File: config.mk
export PLATFORM = sky130hd
export DESIGN_NAME = xpri_gate
export DESIGN_NICKNAME = d
export VERILOG_FILES = /design/src/rtl/xpri_pkg.sv /design/src/rtl/xpri_mask_regs.sv /design/src/rtl/xpri_prio_min.sv /design/src/rtl/xpri_accept_reg.sv /design/src/rtl/xpri_gate.sv
export SDC_FILE = /design/constraint.sdc
export NUM_CORES = 1
export LEC_CHECK = 0
export BUFFER_PORTS_ARGS = -buffer_cell sky130_fd_sc_hd__clkbuf_2
export CAP_MARGIN = 20
export CORE_UTILIZATION = 55
export CTS_CLUSTER_DIAMETER = 40
export DETAILED_ROUTE_END_ITERATION = 8
export GPL_TIMING_DRIVEN = 1
export PLACE_DENSITY = 0.85
export SYNTH_ARGS = -nofsm -noshare
export SYNTH_HDL_FRONTEND = slang
export SYNTH_SLANG_ARGS = --single-unit
File: constraint.sdc
create_clock -name clk -period 1.1 [get_ports clk]
set_input_delay 0.055 -clock clk [delete_from_list [all_inputs] [get_ports clk]]
set_output_delay 0.055 -clock clk [all_outputs]
set_load 0.1 [all_outputs]
File: src/rtl/xpri_pkg.sv
package xpri_pkg;

  // register-move write targets
  typedef enum logic [1:0] {
    SEL_GMASK  = 2'd0,
    SEL_FMASK  = 2'd1,
    SEL_THRESH = 2'd2,
    SEL_NONE   = 2'd3
  } wr_sel_e;

endpackage

File: src/rtl/xpri_mask_regs.sv
module xpri_mask_regs
  import xpri_pkg::*;
#(
  parameter int PRIO_W = 8
) (
  input  logic              clk,
  input  logic              rst_n,
  input  logic              wr_en,
  input  logic [1:0]        wr_sel,
  input  logic [PRIO_W-1:0] wr_data,
  input  logic              cps_en,
  input  logic              cps_fault,
  input  logic              cps_set,
  output logic              gm_q,
  output logic              fm_q,
  output logic [PRIO_W-1:0] thr_q
);

  logic mv_gm, mv_fm, mv_thr;
  logic cp_gm, cp_fm;
  logic ld_gm, ld_fm, ld_thr;
  logic gm_d, fm_d;
  logic [PRIO_W-1:0] thr_d;

  // next-state: a change-state command overrides a move to the same bit
  always_comb begin
    mv_gm  = wr_en && (wr_sel == SEL_GMASK);
    mv_fm  = wr_en && (wr_sel == SEL_FMASK);
    mv_thr = wr_en && (wr_sel == SEL_THRESH);
    cp_gm  = cps_en && !cps_fault;
    cp_fm  = cps_en &&  cps_fault;
    ld_gm  = mv_gm || cp_gm;
    ld_fm  = mv_fm || cp_fm;
    ld_thr = mv_thr;
    gm_d   = cp_gm ? cps_set : wr_data[0];
    fm_d   = cp_fm ? cps_set : wr_data[0];
    thr_d  = wr_data;
  end

  always_ff @(posedge clk or negedge rst_n) begin
    if (!rst_n) begin
      gm_q  <= 1'b0;
      fm_q  <= 1'b0;
      thr_q <= '0;
    end else begin
      if (ld_gm)  gm_q  <= gm_d;
      if (ld_fm)  fm_q  <= fm_d;
      if (ld_thr) thr_q <= thr_d;
    end
  end

  p_move_gm_r8: assert property (@(posedge clk) disable iff (!rst_n)
    (wr_en && wr_sel == SEL_GMASK && !(cps_en && !cps_fault)) |=> (gm_q == $past(wr_data[0])));

  p_move_fm_r8: assert property (@(posedge clk) disable iff (!rst_n)
    (wr_en && wr_sel == SEL_FMASK && !(cps_en && cps_fault)) |=> (fm_q == $past(wr_data[0])));

  p_thr_hold_r8: assert property (@(posedge clk) disable iff (!rst_n)
    !(wr_en && wr_sel == SEL_THRESH) |=> $stable(thr_q));

  p_cps_gm_r9: assert property (@(posedge clk) disable iff (!rst_n)
    (cps_en && !cps_fault) |=> (gm_q == $past(cps_set)));

  p_cps_fm_r9: assert property (@(posedge clk) disable iff (!rst_n)
    (cps_en && cps_fault) |=> (fm_q == $past(cps_set)));

endmodule

File: src/rtl/xpri_prio_min.sv
module xpri_prio_min #(
  parameter int PRIO_W = 8,
  parameter int EP_W   = 10
) (
  input  logic                   gm,
  input  logic                   fm,
  input  logic [PRIO_W-1:0]      thr,
  input  logic                   handler_mode,
  input  logic signed [EP_W-1:0] active_prio,
  output logic signed [EP_W-1:0] exec_nxt
);

  localparam int NSRC = 4;
  localparam logic signed [EP_W-1:0] BASE_LVL = EP_W'(1 << PRIO_W);

  logic signed [EP_W-1:0] cand  [NSRC];
  logic        [NSRC-1:0] use_c;
  logic signed [EP_W-1:0] stage [NSRC+1];

  // candidate sources; the base level seeds the chain
  assign cand[0]  = active_prio;
  assign use_c[0] = handler_mode;
  assign cand[1]  = $signed(EP_W'(thr));
  assign use_c[1] = (thr != '0);
  assign cand[2]  = '0;
  assign use_c[2] = gm;
  assign cand[3]  = '1;
  assign use_c[3] = fm;

  assign stage[0] = BASE_LVL;

  for (genvar i = 0; i < NSRC; i++) begin : g_min
    assign stage[i+1] = (use_c[i] && (cand[i] < stage[i])) ? cand[i] : stage[i];
  end

  assign exec_nxt = stage[NSRC];

endmodule

File: src/rtl/xpri_accept_reg.sv
module xpri_accept_reg #(
  parameter int PRIO_W = 8,
  parameter int EP_W   = 10
) (
  input  logic                   clk,
  input  logic                   rst_n,
  input  logic signed [EP_W-1:0] exec_nxt,
  input  logic                   pend_valid,
  input  logic signed [EP_W-1:0] pend_prio,
  output logic signed [EP_W-1:0] exec_q,
  output logic                   acc_q
);

  localparam logic signed [EP_W-1:0] BASE_LVL = EP_W'(1 << PRIO_W);

  logic acc_d;

  always_comb begin
    acc_d = pend_valid && (pend_prio < exec_nxt);
  end

  always_ff @(posedge clk or negedge rst_n) begin
    if (!rst_n) begin
      exec_q <= BASE_LVL;
      acc_q  <= 1'b0;
    end else begin
      exec_q <= exec_nxt;
      acc_q  <= acc_d;
    end
  end

  p_accept_strict_r4: assert property (@(posedge clk) disable iff (!rst_n)
    acc_q |-> ($past(pend_valid) && ($past(pend_prio) < exec_q)));

endmodule

File: src/rtl/xpri_gate.sv
module xpri_gate #(
  parameter int PRIO_W = 8,
  parameter int EP_W   = 10
) (
  input  logic                   clk,
  input  logic                   arst_n,
  input  logic                   wr_en,
  input  logic [1:0]             wr_sel,
  input  logic [PRIO_W-1:0]      wr_data,
  input  logic                   cps_en,
  input  logic                   cps_fault,
  input  logic                   cps_set,
  input  logic                   handler_mode,
  input  logic signed [EP_W-1:0] active_prio,
  input  logic                   pend_valid,
  input  logic signed [EP_W-1:0] pend_prio,
  output logic signed [EP_W-1:0] exec_prio,
  output logic                   accept
);

  logic rs0_q, rs1_q, rst_n_s;
  logic gm_q, fm_q;
  logic [PRIO_W-1:0] thr_q;
  logic signed [EP_W-1:0] exec_nxt;

  // asynchronous assert, synchronous release
  always_ff @(posedge clk or negedge arst_n) begin
    if (!arst_n) begin
      rs0_q <= 1'b0;
      rs1_q <= 1'b0;
    end else begin
      rs0_q <= 1'b1;
      rs1_q <= rs0_q;
    end
  end
  assign rst_n_s = rs1_q;

  xpri_mask_regs #(.PRIO_W(PRIO_W)) u_regs (
    .clk       (clk),
    .rst_n     (rst_n_s),
    .wr_en     (wr_en),
    .wr_sel    (wr_sel),
    .wr_data   (wr_data),
    .cps_en    (cps_en),
    .cps_fault (cps_fault),
    .cps_set   (cps_set),
    .gm_q      (gm_q),
    .fm_q      (fm_q),
    .thr_q     (thr_q)
  );

  xpri_prio_min #(.PRIO_W(PRIO_W), .EP_W(EP_W)) u_min (
    .gm           (gm_q),
    .fm           (fm_q),
    .thr          (thr_q),
    .handler_mode (handler_mode),
    .active_prio  (active_prio),
    .exec_nxt     (exec_nxt)
  );

  xpri_accept_reg #(.PRIO_W(PRIO_W), .EP_W(EP_W)) u_acc (
    .clk        (clk),
    .rst_n      (rst_n_s),
    .exec_nxt   (exec_nxt),
    .pend_valid (pend_valid),
    .pend_prio  (pend_prio),
    .exec_q     (exec_prio),
    .acc_q      (accept)
  );

  p_gmask_cap_r5: assert property (@(posedge clk) disable iff (!rst_n_s)
    gm_q |=> (exec_prio <= 0));

  p_fault_cap_r6: assert property (@(posedge clk) disable iff (!rst_n_s)
    fm_q |=> (exec_prio <= -1));

  p_thresh_cap_r7: assert property (@(posedge clk) disable iff (!rst_n_s)
    (thr_q != '0) |=> (exec_prio <= $signed(EP_W'($past(thr_q)))));

  p_handler_cap_r3: assert property (@(posedge clk) disable iff (!rst_n_s)
    handler_mode |=> (exec_prio <= $past(active_prio)));

endmodule

==> run_results.csv, run 1 <==
group,metric,value,unit
synthesis,synth_top_area_share,35.2,%
synthesis,synth_ff_type,"dfrtp_1",
synthesis,synth_compound_area_share,22.1,%
synthesis,yosys.area_share.simple,16.3,%
clock_network,clock_path_buffers,2,
placement,gp_congestion,1.03,
synthesis,syn_area,1560,sq um
synthesis,synth_area_leaders,"dfrtp_1 35%, ha_1 13%, mux2_2 5.8%, nand2_1 4.6%, a21oi_1 4.2%",
synthesis,synth_cells,161,
synthesis,synthAdderAreaFrac,12.8,%
synthesis,synth_xor_area_share,0,%
synthesis,ys_types,46,
clock_network,numClockSinks,23,
clock_network,cts-buffers-inserted,3,
synthesis,synth_warnings,0,
clock_network,post_cts_resized,32,
synthesis,synthMuxAreaShare,8.32,%
clock_network,postCtsSetupBuffers,9,
outcome,failed_stage,"clock tree synthesis (4_1_cts)",
outcome,error,"[ERROR DPL-0038] Utilization greater than 100%, impossible to legalize",
floorplan,initial_core_util,60.4,%
synthesis,synthArstFlopShare,100,%
synthesis,yosysSeqAreaShare,36.9,%
synthesis,avgSynthCellArea,9.71,sq um
synthesis,synth_top_family_by_area,"compound AO/OA/AOI/OAI gates",
outcome,status,"stopped before the end",
clock_network,h-tree-depth,1,
clock_network,hold_buffers,8,
placement,dpl.hpwl,4120,microns
floorplan,io-pin-count,49,
floorplan,die_w,55.3,microns
synthesis,synth_top_cell_by_area,"dfrtp_1",
placement,port_buffers,48,
synthesis,syn_nets,215,
floorplan,rows,18,
synthesis,synth-seq-cells,23,
floorplan,die_h,55.3,microns
synthesis,synth_edf_count,0,
placement,pre_cts_slack,-2.33,ns
clock_network,root_buffer,"clkbuf_4",
[cell usage after synthesis, drive strengths merged, types with 3 or more instances]
cell type and number:
inv 12, o21bai 3, mux2i 4, o21ba 3
dfrtp 22, a31oi 3, ha 16, o22ai 3
o21ai 5, nand4 3, mux2 8, a21oi 15
nor3 3, nor2 9, nand2 20
[stage by stage]
step	area, sq um	util, %	cells	TNS, ns	hold WS [ns]
2_1_floorplan	1620	-	161	-9.50	-0.241
3_3_place_gp	2340	90.4	276	-12.12	-0.160
3_5_place_dp	2340	90.4	276	-13.76	-0.156
[kinds of logic after synthesis]
kind of cell	after synthesis
muxes	12
other	1
buffers and inverters	13
and+or+nand+nor	50
adders and majority gates	16
DFF	23
AOI/OAI and AO/OA	46
==> run 2, diff against run 1 <==
CORE_UTILIZATION = 40   (was 55)
CTS_CLUSTER_DIAMETER = default   (was 40)
PLACE_DENSITY = default   (was 0.85)
PLACE_DENSITY_LB_ADDON = 0.15   (was default)
==> run_results.csv, run 2 <==
group,metric,value,unit
route,num_vias,1637,
floorplan,die_h,64.5,microns
worst_setup_path,path_cells,"ha_4 > a211oi_2 > o211ai_1 > a21oi_2 > o22ai_2 > a221oi_4 > a211oi_2 > or2_1 > ha_2 > or4_1 > o32a_1 > o31ai_1",
worst_setup_path,cp_common_cell,"a211oi_2",
synthesis,synth_most_common_cell,"dfrtp_1",
clock_network,h-tree-depth,1,
min_path,hold_start,"cps_set",
synthesis,synth_edf_count,0,
layout,largest_reg_flops,10,
worst_setup_path,crit_path_max_fanout,4,
synthesis,synthTopCellsByCount,"22 x dfrtp_1, 19 x nand2_1, 16 x ha_1",
layout,reg_top3,"u_acc.exec_q (10), u_regs.thr_q (8)",
layout,num-nets-final,317,
worst_setup_path,r2r-end,"u_acc.acc_q$_DFF_PN0_",
worst_setup_path,crit_required,1.29,ns
synthesis,synthArstFlopShare,100,%
worst_setup_path,slowest_delay,0.47,ns
synthesis,synth_warnings,0,
timing,rsz0062_at_grt,"yes",
outcome,violations,"setup timing",
timing,hold_viol,0,
layout,area_growth,72.5,%
clock_network,clkTransAtPathRegs,0.09,ns
power_and_ir_drop,p_per_area,1650,nW/um^2
layout,num_antenna_cells,0,
synthesis,synth_top_cell_by_area,"dfrtp_1",
layout,top_register,"u_acc.exec_q",
layout,layout_common_cells,"41 x buf_4, 37 x clkbuf_2, 22 x dfrtp_1",
timing,setup_viol,10,
placement,dpl.hpwl,3630,microns
synthesis,syn_nets,215,
route,drc_errors,0,
worst_setup_path,crit_path_top_delay_cell,"or4_1",
worst_setup_path,r2r_setup_slack,-2.03,ns
worst_setup_path,critPathKind,"reg2reg",
layout,fill_cells,279,
global_route,overflow,0,
global_route,antenna_found_initial,0,
layout,mostFrequentLayoutCell,"buf_4",
global_route,grt_max_degree,22,
placement,place_area,2360,sq um
route,routed_wl,4790,microns
min_path,holdPathStages,2,
timing,finalCritPeriodShare,285,%
worst_setup_path,reg2reg_depth,12,
power_and_ir_drop,leakage,1.27,nW
clock_network,numClockSinks,23,
power_and_ir_drop,total_power,0.00444,W
synthesis,synth_ff_type,"dfrtp_1",
synthesis,synth_area_leaders,"dfrtp_1 35%, ha_1 13%, mux2_2 5.8%, nand2_1 4.6%, a21oi_1 4.2%",
worst_setup_path,crit_path_start_kind,"register",
layout,layout-drive-gt1-share,58.8,%
route,drtIter0Drc,56,
placement,gp_congestion,0.879,
clock_network,clock_path_buffers,2,
timing,finalClockSkew,0.00312,ns
worst_setup_path,cp.depth,12,
clock_network,clock_latency,0.27,ns
clock_network,root_buffer,"clkbuf_8",
min_path,min_path_type,"in2reg",
placement,port_buffers,48,
synthesis,synth_cells,161,
floorplan,die-area,4160,sq um
power_and_ir_drop,ir_worst_vdd,0.981,mV
outcome,status,"finished with violations",
timing,slew_violations,0,
worst_setup_path,cp_top_family,"compound AO/OA/AOI/OAI gates",
route,wl_per_cell,15.4,microns
synthesis,synth_top_area_share,35.2,%
placement,pre_cts_slack,-2.30,ns
layout,fin_area,2700,sq um
clock_network,cts_tree,"built",
min_path,holdPathEnd,"u_regs.gm_q$_DFFE_PN0P_",
worst_setup_path,cp-end-kind,"register",
global_route,grt_pass1_wl,7490,microns
route,ant_nets,0,
worst_setup_path,r2r-start,"u_regs.thr_q[7]$_DFFE_PN0P_",
synthesis,avgSynthCellArea,9.71,sq um
flow_run,drv_cap,0,
layout,layoutNonFillerInstCount,310,
timing,max_freq,319,MHz
worst_setup_path,path_buf_inv,0,
timing,finalWorstSetupSlack,-2.03,ns
timing,setup_tns,-12.75,ns
global_route,grt_util_all_layers,23.6,%
worst_setup_path,arrival,3.32,ns
route,viasPerCell,5.28,
floorplan,initial_core_util,42.1,%
floorplan,io-pin-count,49,
route,firstDrtPassIters,4,
synthesis,ys_types,46,
placement,dp.cells,293,
synthesis,synth-seq-cells,23,
floorplan,rows,22,
clock_network,cts-buffers-inserted,3,
synthesis,yosysSeqAreaShare,36.9,%
floorplan,core,3720,sq um
synthesis,syn_area,1560,sq um
timing,period_needed,3.13,ns
floorplan,die_w,64.5,microns
global_route,grt_pass1_vias,1662,
-- run 2: cell counts after synthesis --
No cell type changed its count.
-- run 2: report_power, final --
group | total [W] | switching, W | internal [W] | leakage, nW
clock | 0.000566 | 0.000309 | 0.000257 | 0.0217
sequential | 0.00115 | 0.000138 | 0.00101 | 0.266
combinational | 0.00273 | 0.00150 | 0.00123 | 0.982
-- run 2: final cells by class --
class | instances | area [sq um] | share of cell area, %
multi-input combinational | 126 | 1160 | 43.2
timing repair buffer | 97 | 802 | 29.7
sequential | 23 | 577 | 21.4
tap | 48 | 60.1 | 2.23
inverter | 12 | 45.0 | 1.67
clock buffer | 3 | 41.3 | 1.53
clock inverter | 1 | 7.51 | 0.278
-- run 2: repair_timing --
action / 4_1_cts / 5_1_grt
cloned: 0 / 1
pin swaps: 10 / 4
resized for setup: 27 / 14
endpoints found under the hold margin: 2 / 0
endpoints found under the setup margin: 10 / 11
setup buffers: 6 / 8
hold buffers: 1 / 0
-- run 2: stage by stage --
stage	hold slack (ns)	util (%)
6_report	0.00656	72.6
5_1_grt	0.00633	72.6
4_1_cts	0.00787	69.6
3_5_place_dp	-0.156	63.4
3_3_place_gp	-0.160	63.4
2_1_floorplan	-0.241	-
-- run 2: worst max-delay path by stage --
stage	slack [ns]	endpoint	startpoint
global route	-2.18	u_acc.acc_q$_DFF_PN0_	u_regs.thr_q[7]$_DFFE_PN0P_
CTS	-1.98	u_acc.acc_q$_DFF_PN0_	u_regs.thr_q[7]$_DFFE_PN0P_
finish	-2.03	u_acc.acc_q$_DFF_PN0_	u_regs.thr_q[7]$_DFFE_PN0P_
global placement	-2.28	u_acc.acc_q$_DFF_PN0_	active_prio[9]
detailed placement	-2.30	u_acc.acc_q$_DFF_PN0_	active_prio[9]
floorplan	-1.94	u_acc.acc_q$_DFF_PN0_	handler_mode
-- run 2: per-layer routing --
metal	global-route usage, %	wire length (microns)	up-vias
met5	0	0	-
met4	8.06	112	0
met3	4.05	211	12
met2	41.2	2410	58
met1	29.1	2060	779
li1	-	-	788
-- run 2: worst register-to-register path: stages, from the launching register on --
cell,delay [ns]
dfrtp_1,0.44
ha_4,0.24
a211oi_2,0.25
o211ai_1,0.14
a21oi_2,0.24
o22ai_2,0.12
a221oi_4,0.25
a211oi_2,0.13
or2_1,0.23
ha_2,0.18
or4_1,0.47
o32a_1,0.17
o31ai_1,0.18
-- run 2: cell families after synthesis --
kind of cell               after synthesis  synth area share (%)
DFF                                     23                  36.9
and+or+nand+nor                         50                  16.3
other                                    1                 0.240
buffers and inverters                   13                  3.36
adders and majority gates               16                  12.8
AOI/OAI and AO/OA                       46                  22.1
muxes                                   12                  8.32
Power figures use the tool's default switching activity.
==> run 3, diff against run 2 <==
CORE_AREA = 2 2 63 65   (was default)
CORE_UTILIZATION = default   (was 40)
DIE_AREA = 0 0 65 67   (was default)
SYNTH_HIERARCHICAL = 1   (was default)
clock period = 3.8 ns   (was 1.1 ns; I/O delays follow)
==> run_results.csv, run 3 <==
group,metric,value,unit
timing,hold_viol,0,
synthesis,synth_edf_count,0,
timing,rsz0062_at_grt,"no",
power_and_ir_drop,leakage,0.889,nW
layout,fill_cells,369,
synthesis,synth_top_area_share,38.9,%
layout,layout_common_cells,"48 x clkbuf_2, 22 x dfrtp_1, 16 x nand2_1, 16 x ha_1",
synthesis,synth_top_cell_by_area,"dfrtp_1",
worst_setup_path,r2r_setup_slack,0.80,ns
synthesis,synth-seq-cells,23,
synthesis,synth_ff_type,"dfrtp_1",
route,routed_wl,3120,microns
placement,pre_cts_slack,0.416,ns
worst_setup_path,reg2reg_depth,12,
worst_setup_path,crit_path_max_fanout,8,
clock_network,hold_buffers,1,
placement,dp.cells,232,
clock_network,root_buffer,"clkbuf_8",
flow_run,drv_cap,0,
synthesis,synthTopCellsByCount,"22 x dfrtp_1, 16 x ha_1, 16 x nand2_1",
floorplan,rows,22,
timing,relSlewSlack,41.8,%
clock_network,clock_path_buffers,2,
layout,num-nets-final,244,
power_and_ir_drop,p_per_area,485,nW/um^2
worst_setup_path,r2r-end,"u_acc/acc_q$_DFF_PN0_",
layout,regArea,577,sq um
synthesis,synth_most_common_cell,"dfrtp_1",
worst_setup_path,arrival,3.23,ns
floorplan,die_h,67,microns
global_route,grt_pass1_wl,5490,microns
power_and_ir_drop,ir_worst_vdd,0.176,mV
synthesis,avgSynthCellArea,10.3,sq um
floorplan,core,3610,sq um
global_route,overflow,0,
synthesis,synth_area_leaders,"dfrtp_1 39%, ha_1 14%, mux2_2 6.4%, a21oi_1 4.2%, nand2_1 4.2%",
timing,finalClockSkew,0.00947,ns
layout,largest_reg_flops,10,
synthesis,ys_types,36,
layout,multiInputGateArea,778,sq um
synthesis,synth_warnings,6,
floorplan,die_w,65,microns
worst_setup_path,crit_required,3.97,ns
route,viasPerCell,5.00,
clock_network,cts_tree,"built",
route,ant_nets,0,
min_path,holdPathStages,3,
timing,period_needed,3.06,ns
floorplan,initial_core_util,39.2,%
worst_setup_path,critPathKind,"in2reg",
clock_network,h-tree-depth,1,
timing,max_freq,327,MHz
clock_network,clkTransAtPathRegs,0.08,ns
layout,layout-drive-gt1-share,34.9,%
min_path,holdPathEnd,"u_acc/acc_q$_DFF_PN0_",
synthesis,synth_cells,138,
layout,reg_top3,"u_acc/exec_q (10), u_regs/thr_q (8)",
route,wl_per_cell,13.2,microns
synthesis,yosysSeqAreaShare,40.8,%
power_and_ir_drop,total_power,0.000852,W
clock_network,postCtsSetupBuffers,0,
synthesis,synthArstFlopShare,100,%
layout,top_register,"u_acc/exec_q",
timing,finalCritPeriodShare,80.5,%
timing,setup_viol,0,
timing,finalWorstSetupSlack,0.740,ns
layout,layoutNonFillerInstCount,237,
synthesis,syn_area,1420,sq um
route,firstDrtPassIters,4,
clock_network,clock_latency,0.26,ns
timing,worst_pin_slew,0.872,ns
placement,port_buffers,48,
worst_setup_path,r2r-start,"u_regs/thr_q[7]$_DFFE_PN0P_",
layout,area_growth,24.0,%
floorplan,io-pin-count,49,
outcome,status,"finished, final reports clean",
clock_network,cts-buffers-inserted,3,
placement,gp_congestion,0.830,
global_route,grt_util_all_layers,16.3,%
route,num_vias,1185,
placement,dpl.hpwl,2710,microns
min_path,hold_start,"pend_valid",
global_route,grt_pass1_vias,1259,
timing,slew_violations,0,
layout,num_antenna_cells,0,
synthesis,syn_nets,192,
global_route,grt_max_degree,22,
route,drc_errors,0,
route,drtIter0Drc,29,
timing,setup_tns,0,ns
min_path,min_path_type,"in2reg",
global_route,antenna_found_initial,0,
clock_network,post_cts_resized,0,
worst_setup_path,crit_path_start_kind,"input pin",
clock_network,numClockSinks,23,
layout,mostFrequentLayoutCell,"clkbuf_2",
worst_setup_path,cp-end-kind,"register",
floorplan,die-area,4360,sq um
run 3: cell count changes after synthesis, sizes merged, moves of 3 or more:
cell	change
nand2	-4
o22ai	-3
nand2b	+5
a31oi	-3
a22oi	+5
o21ai	+4
o21ba	-3
nor2	-5
o21bai	-3
nor3	-3
run 3: kinds of logic (layout without fill, tap and decap cells):
kind of cell	after synthesis	in the layout	share of synthesized area, %
mux	10	10	7.78
other cells	1	1	0.265
flops	23	23	40.8
fa+ha+maj	16	16	14.1
compound gates	37	37	17.4
simple gates	37	37	15.4
buf+inv	14	65	4.24
run 3: critical path: stages:
cell and delay [ns]:
clkbuf_2 0.09, inv_1 0.08, o21a_1 0.30, nand2_1 0.10, ha_1 0.32, a211oi_1 0.31, o311a_4 0.27, nand2b_4 0.17
a21oi_1 0.08, o31ai_1 0.29, inv_1 0.09, ha_1 0.30, and4_1 0.19, nand2_1 0.07, o2111ai_1 0.13, a221oi_1 0.24
run 3: cell type report:
class | count | area share, %
clock buffers | 4 | 2.57
inverters | 12 | 2.57
multi-input cells | 101 | 44.3
flip-flops and latches | 23 | 32.9
well taps | 48 | 3.42
repair buffers | 49 | 14.3
run 3: worst max path at each step:
stage | from | to | slack [ns]
2_1_floorplan | active_prio[8] | u_acc/acc_q$_DFF_PN0_ | 0.83
3_3_place_gp | active_prio[8] | u_acc/acc_q$_DFF_PN0_ | 0.52
3_5_place_dp | active_prio[8] | u_acc/acc_q$_DFF_PN0_ | 0.42
4_1_cts | active_prio[8] | u_acc/acc_q$_DFF_PN0_ | 0.70
5_1_grt | active_prio[8] | u_acc/acc_q$_DFF_PN0_ | 0.45
6_report | active_prio[8] | u_acc/acc_q$_DFF_PN0_ | 0.74
run 3: routing by layer:
| layer | vias up | wire (microns) | global-route usage (%) |
|---|---|---|---|
| met1 | 547 | 1330 | 19.0 |
| met5 | - | 0 | 0 |
| met3 | 2 | 201 | 3.04 |
| met4 | 0 | 23 | 5.05 |
| li1 | 601 | - | - |
| met2 | 35 | 1570 | 30.3 |
run 3: power by group:
group | total, W | switching (W) | internal, W
Combinational | 0.000383 | 0.000271 | 0.000112
Sequential | 0.000320 | 0.0000326 | 0.000287
Clock | 0.000149 | 0.0000747 | 0.0000747
Total | 0.000852 | 0.000378 | 0.000474
run 3: through the flow:
step	util [%]	instance area, sq um	hold slack [ns]
floorplan	-	1420	-0.106
global placement	47.2	1700	-0.0247
detailed placement	47.2	1700	-0.0195
CTS	48.7	1760	0.120
global route	48.7	1760	0.132
finish	48.7	1760	0.127
==> run 4, diff against run 3 <==
ABC_AREA = 1   (was default)
CORE_AREA = default   (was 2 2 63 65)
CORE_UTILIZATION = 40   (was default)
DIE_AREA = default   (was 0 0 65 67)
clock period = 2.5 ns   (was 3.8 ns; I/O delays follow)
==> run_results.csv, run 4 <==
group,metric,value,unit
timing,worst_pin_slew,0.852,ns
min_path,min_path_type,"in2reg",
synthesis,synth_ff_type,"dfrtp_1",
worst_setup_path,reg2reg_depth,25,
floorplan,io-pin-count,49,
placement,place_area,2440,sq um
power_and_ir_drop,power.switching,0.000851,W
global_route,grt_util_all_layers,20.1,%
placement,dp.cells,388,
worst_setup_path,crit_path_start_kind,"register",
outcome,status,"finished with violations",
synthesis,synthArstFlopShare,100,%
worst_setup_path,r2r-end,"u_acc/acc_q$_DFF_PN0_",
layout,largest_reg_flops,10,
clock_network,clkTransAtPathRegs,0.09,ns
clock_network,cts_tree,"built",
floorplan,die_h,68.3,microns
power_and_ir_drop,p_sw_share,48.4,%
synthesis,synth_cells,254,
layout,fill_cells,379,
placement,dpl.hpwl,3410,microns
power_and_ir_drop,p_seq_share,27.5,%
synthesis,synth_top_area_share,31.3,%
layout,layout-drive-gt1-share,42.2,%
power_and_ir_drop,leakage,1.54,nW
layout,fin_area,2610,sq um
synthesis,yosysSeqAreaShare,32.8,%
clock_network,cts-buffers-inserted,3,
worst_setup_path,cp-end-kind,"register",
worst_setup_path,crit_path_top_delay_cell,"dfrtp_1",
synthesis,synth-seq-cells,23,
route,num_vias,1802,
worst_setup_path,slowest_delay,0.44,ns
route,routed_wl,4290,microns
clock_network,root_buffer,"clkbuf_8",
global_route,overflow,0,
route,drtIter0Drc,52,
timing,max_freq,332,MHz
synthesis,synth_top_cell_by_area,"dfrtp_1",
worst_setup_path,cp_top_family,"simple AND/OR/NAND/NOR gates",
route,firstDrtPassIters,6,
global_route,grt_pass1_wl,6920,microns
worst_setup_path,r2r-start,"u_regs/thr_q[5]$_DFFE_PN0P_",
synthesis,synth_edf_count,0,
synthesis,syn_nets,308,
worst_setup_path,crit_required,2.67,ns
worst_setup_path,cp_common_cell,"nand2_1",
min_path,holdPathStages,3,
synthesis,synth_area_leaders,"dfrtp_1 31%, nand2_1 22%, ha_1 11%, inv_1 8.1%, nand3_1 4.6%",
timing,setup_tns,-0.512,ns
floorplan,core,4120,sq um
timing,setup_viol,1,
route,drc_errors,0,
synthesis,synth_most_common_cell,"nand2_1",
floorplan,die_w,68.3,microns
synthesis,syn_area,1760,sq um
floorplan,die-area,4670,sq um
timing,finalClockSkew,0.00406,ns
layout,num-nets-final,403,
timing,period_needed,3.01,ns
clock_network,h-tree-depth,1,
clock_network,clock_path_buffers,2,
worst_setup_path,r2r_setup_slack,-0.51,ns
clock_network,numClockSinks,23,
min_path,hold_start,"pend_valid",
flow_run,drv_cap,0,
power_and_ir_drop,ir_worst_vdd,0.345,mV
global_route,grt_max_degree,22,
timing,finalCritPeriodShare,120,%
timing,relSlewSlack,43.2,%
synthesis,synthTopCellsByCount,"105 x nand2_1, 38 x inv_1, 22 x dfrtp_1",
worst_setup_path,critPathKind,"reg2reg",
layout,layoutNonFillerInstCount,398,
layout,top_register,"u_acc/exec_q",
floorplan,initial_core_util,42.7,%
power_and_ir_drop,clkPwrFrac,13.8,%
worst_setup_path,crit_path_max_fanout,8,
synthesis,ys_types,26,
route,wl_per_cell,10.8,microns
layout,mostFrequentLayoutCell,"nand2_1",
timing,slew_violations,0,
global_route,antenna_found_initial,0,
power_and_ir_drop,p_per_area,675,nW/um^2
worst_setup_path,arrival,3.18,ns
synthesis,avgSynthCellArea,6.93,sq um
placement,port_buffers,48,
worst_setup_path,path_buf_inv,3,
layout,num_antenna_cells,0,
timing,fin_hold_ws,0.0473,ns
route,viasPerCell,4.53,
global_route,grt_pass1_vias,1651,
layout,area_growth,48.1,%
min_path,holdPathEnd,"u_acc/acc_q$_DFF_PN0_",
route,ant_nets,0,
placement,gp_congestion,0.794,
layout,layout_common_cells,"94 x nand2_1, 47 x clkbuf_2, 42 x buf_4",
timing,finalWorstSetupSlack,-0.512,ns
synthesis,synth_warnings,6,
layout,fin_util,63.3,%
layout,reg_top3,"u_acc/exec_q (10), u_regs/thr_q (8)",
timing,hold_viol,0,
clock_network,clock_latency,0.27,ns
floorplan,rows,23,
timing,rsz0062_at_grt,"yes",
power_and_ir_drop,power_frac_comb,58.7,%
outcome,violations,"setup timing",
power_and_ir_drop,cell_internal_pwr,0.000908,W
## run 4: cell count changes after synthesis, sizes merged, moves of 7 or more
cell / before / now
inv: 12 / 45
nand3: 0 / 21
nor2: 4 / 18
mux2: 8 / 0
a21oi: 13 / 6
nand2: 16 / 111
## run 4: what timing repair did
item / CTS / global route
pin swaps: 9 / 1
buffers inserted: 5 / 0
setup endpoints to repair: 1 / 1
hold buffers: 1 / 0
hold endpoints to repair: 2 / 0
gates resized for setup: 9 / 4
cloned: 0 / 0
## run 4: how the worst max path moves through the flow
stage | depth (start not counted) | from | end | slack [ns]
after floorplan | 30 | active_prio[9] | u_acc/acc_q$_DFF_PN0_ | -0.26
after global placement | 29 | active_prio[9] | u_acc/acc_q$_DFF_PN0_ | -0.71
after detailed placement | 31 | active_prio[9] | u_acc/acc_q$_DFF_PN0_ | -0.78
after CTS | 25 | u_regs/thr_q[5]$_DFFE_PN0P_ | u_acc/acc_q$_DFF_PN0_ | -0.50
after global routing | 26 | u_regs/thr_q[5]$_DFFE_PN0P_ | u_acc/acc_q$_DFF_PN0_ | -0.73
final | 25 | u_regs/thr_q[5]$_DFFE_PN0P_ | u_acc/acc_q$_DFF_PN0_ | -0.51
## run 4: area by class of cell
class,instances,area (sq um),share of cell area (%)
repair buffers,91,566,21.7
multi-input cells,184,1160,44.7
flip-flops and latches,23,577,22.1
clock buffers,3,41.3,1.59
inverters,46,190,7.30
well taps,50,62.6,2.40
clock inverters,1,5.00,0.192
## run 4: through the flow
step,total power [W],worst slack [ns]
CTS,0.00176,-0.495
global placement,0.00144,-0.713
global route,0.00189,-0.730
detailed placement,0.00145,-0.784
floorplan,0.00117,-0.256
finish,0.00176,-0.512
## run 4: logic make-up (layout without fill, tap and decap cells)
kind of cell	Yosys count	in the layout	synth area share (%)
buf+inv	47	141	10.5
compound gates	10	10	3.41
simple gates	157	157	41.8
flops	23	23	32.8
other cells	1	1	0.213
fa+ha+maj	16	16	11.4
## run 4: layer usage
metal	vias up	GRT usage (%)	share of wire, %
met4	0	7.03	1.1
met1	781	26.9	48
met5	-	0	0
met3	6	2.00	4.1
met2	54	33.2	46
li1	961	-	-
## run 4: worst register-to-register path, delay by kind of cell (launching register included)
family                   cells  cell delay [ns]
AND/OR/NAND/NOR             19             1.66
buffers and inverters        3             0.16
AO/OA/AOI/OAI                1             0.16
adder cells (fa/ha/maj)      2             0.50
flip-flops                   1             0.44
## run 4: power by group through the flow
stage / clock network [W] / logic (W) / registers (W)
after floorplan: 0 / 0.000378 / 0.000790
final: 0.000243 / 0.00103 / 0.000483
after CTS: 0.000252 / 0.00102 / 0.000485
after detailed placement: 0 / 0.000962 / 0.000492
after global routing: 0.000262 / 0.00113 / 0.000495
after global placement: 0 / 0.000952 / 0.000490
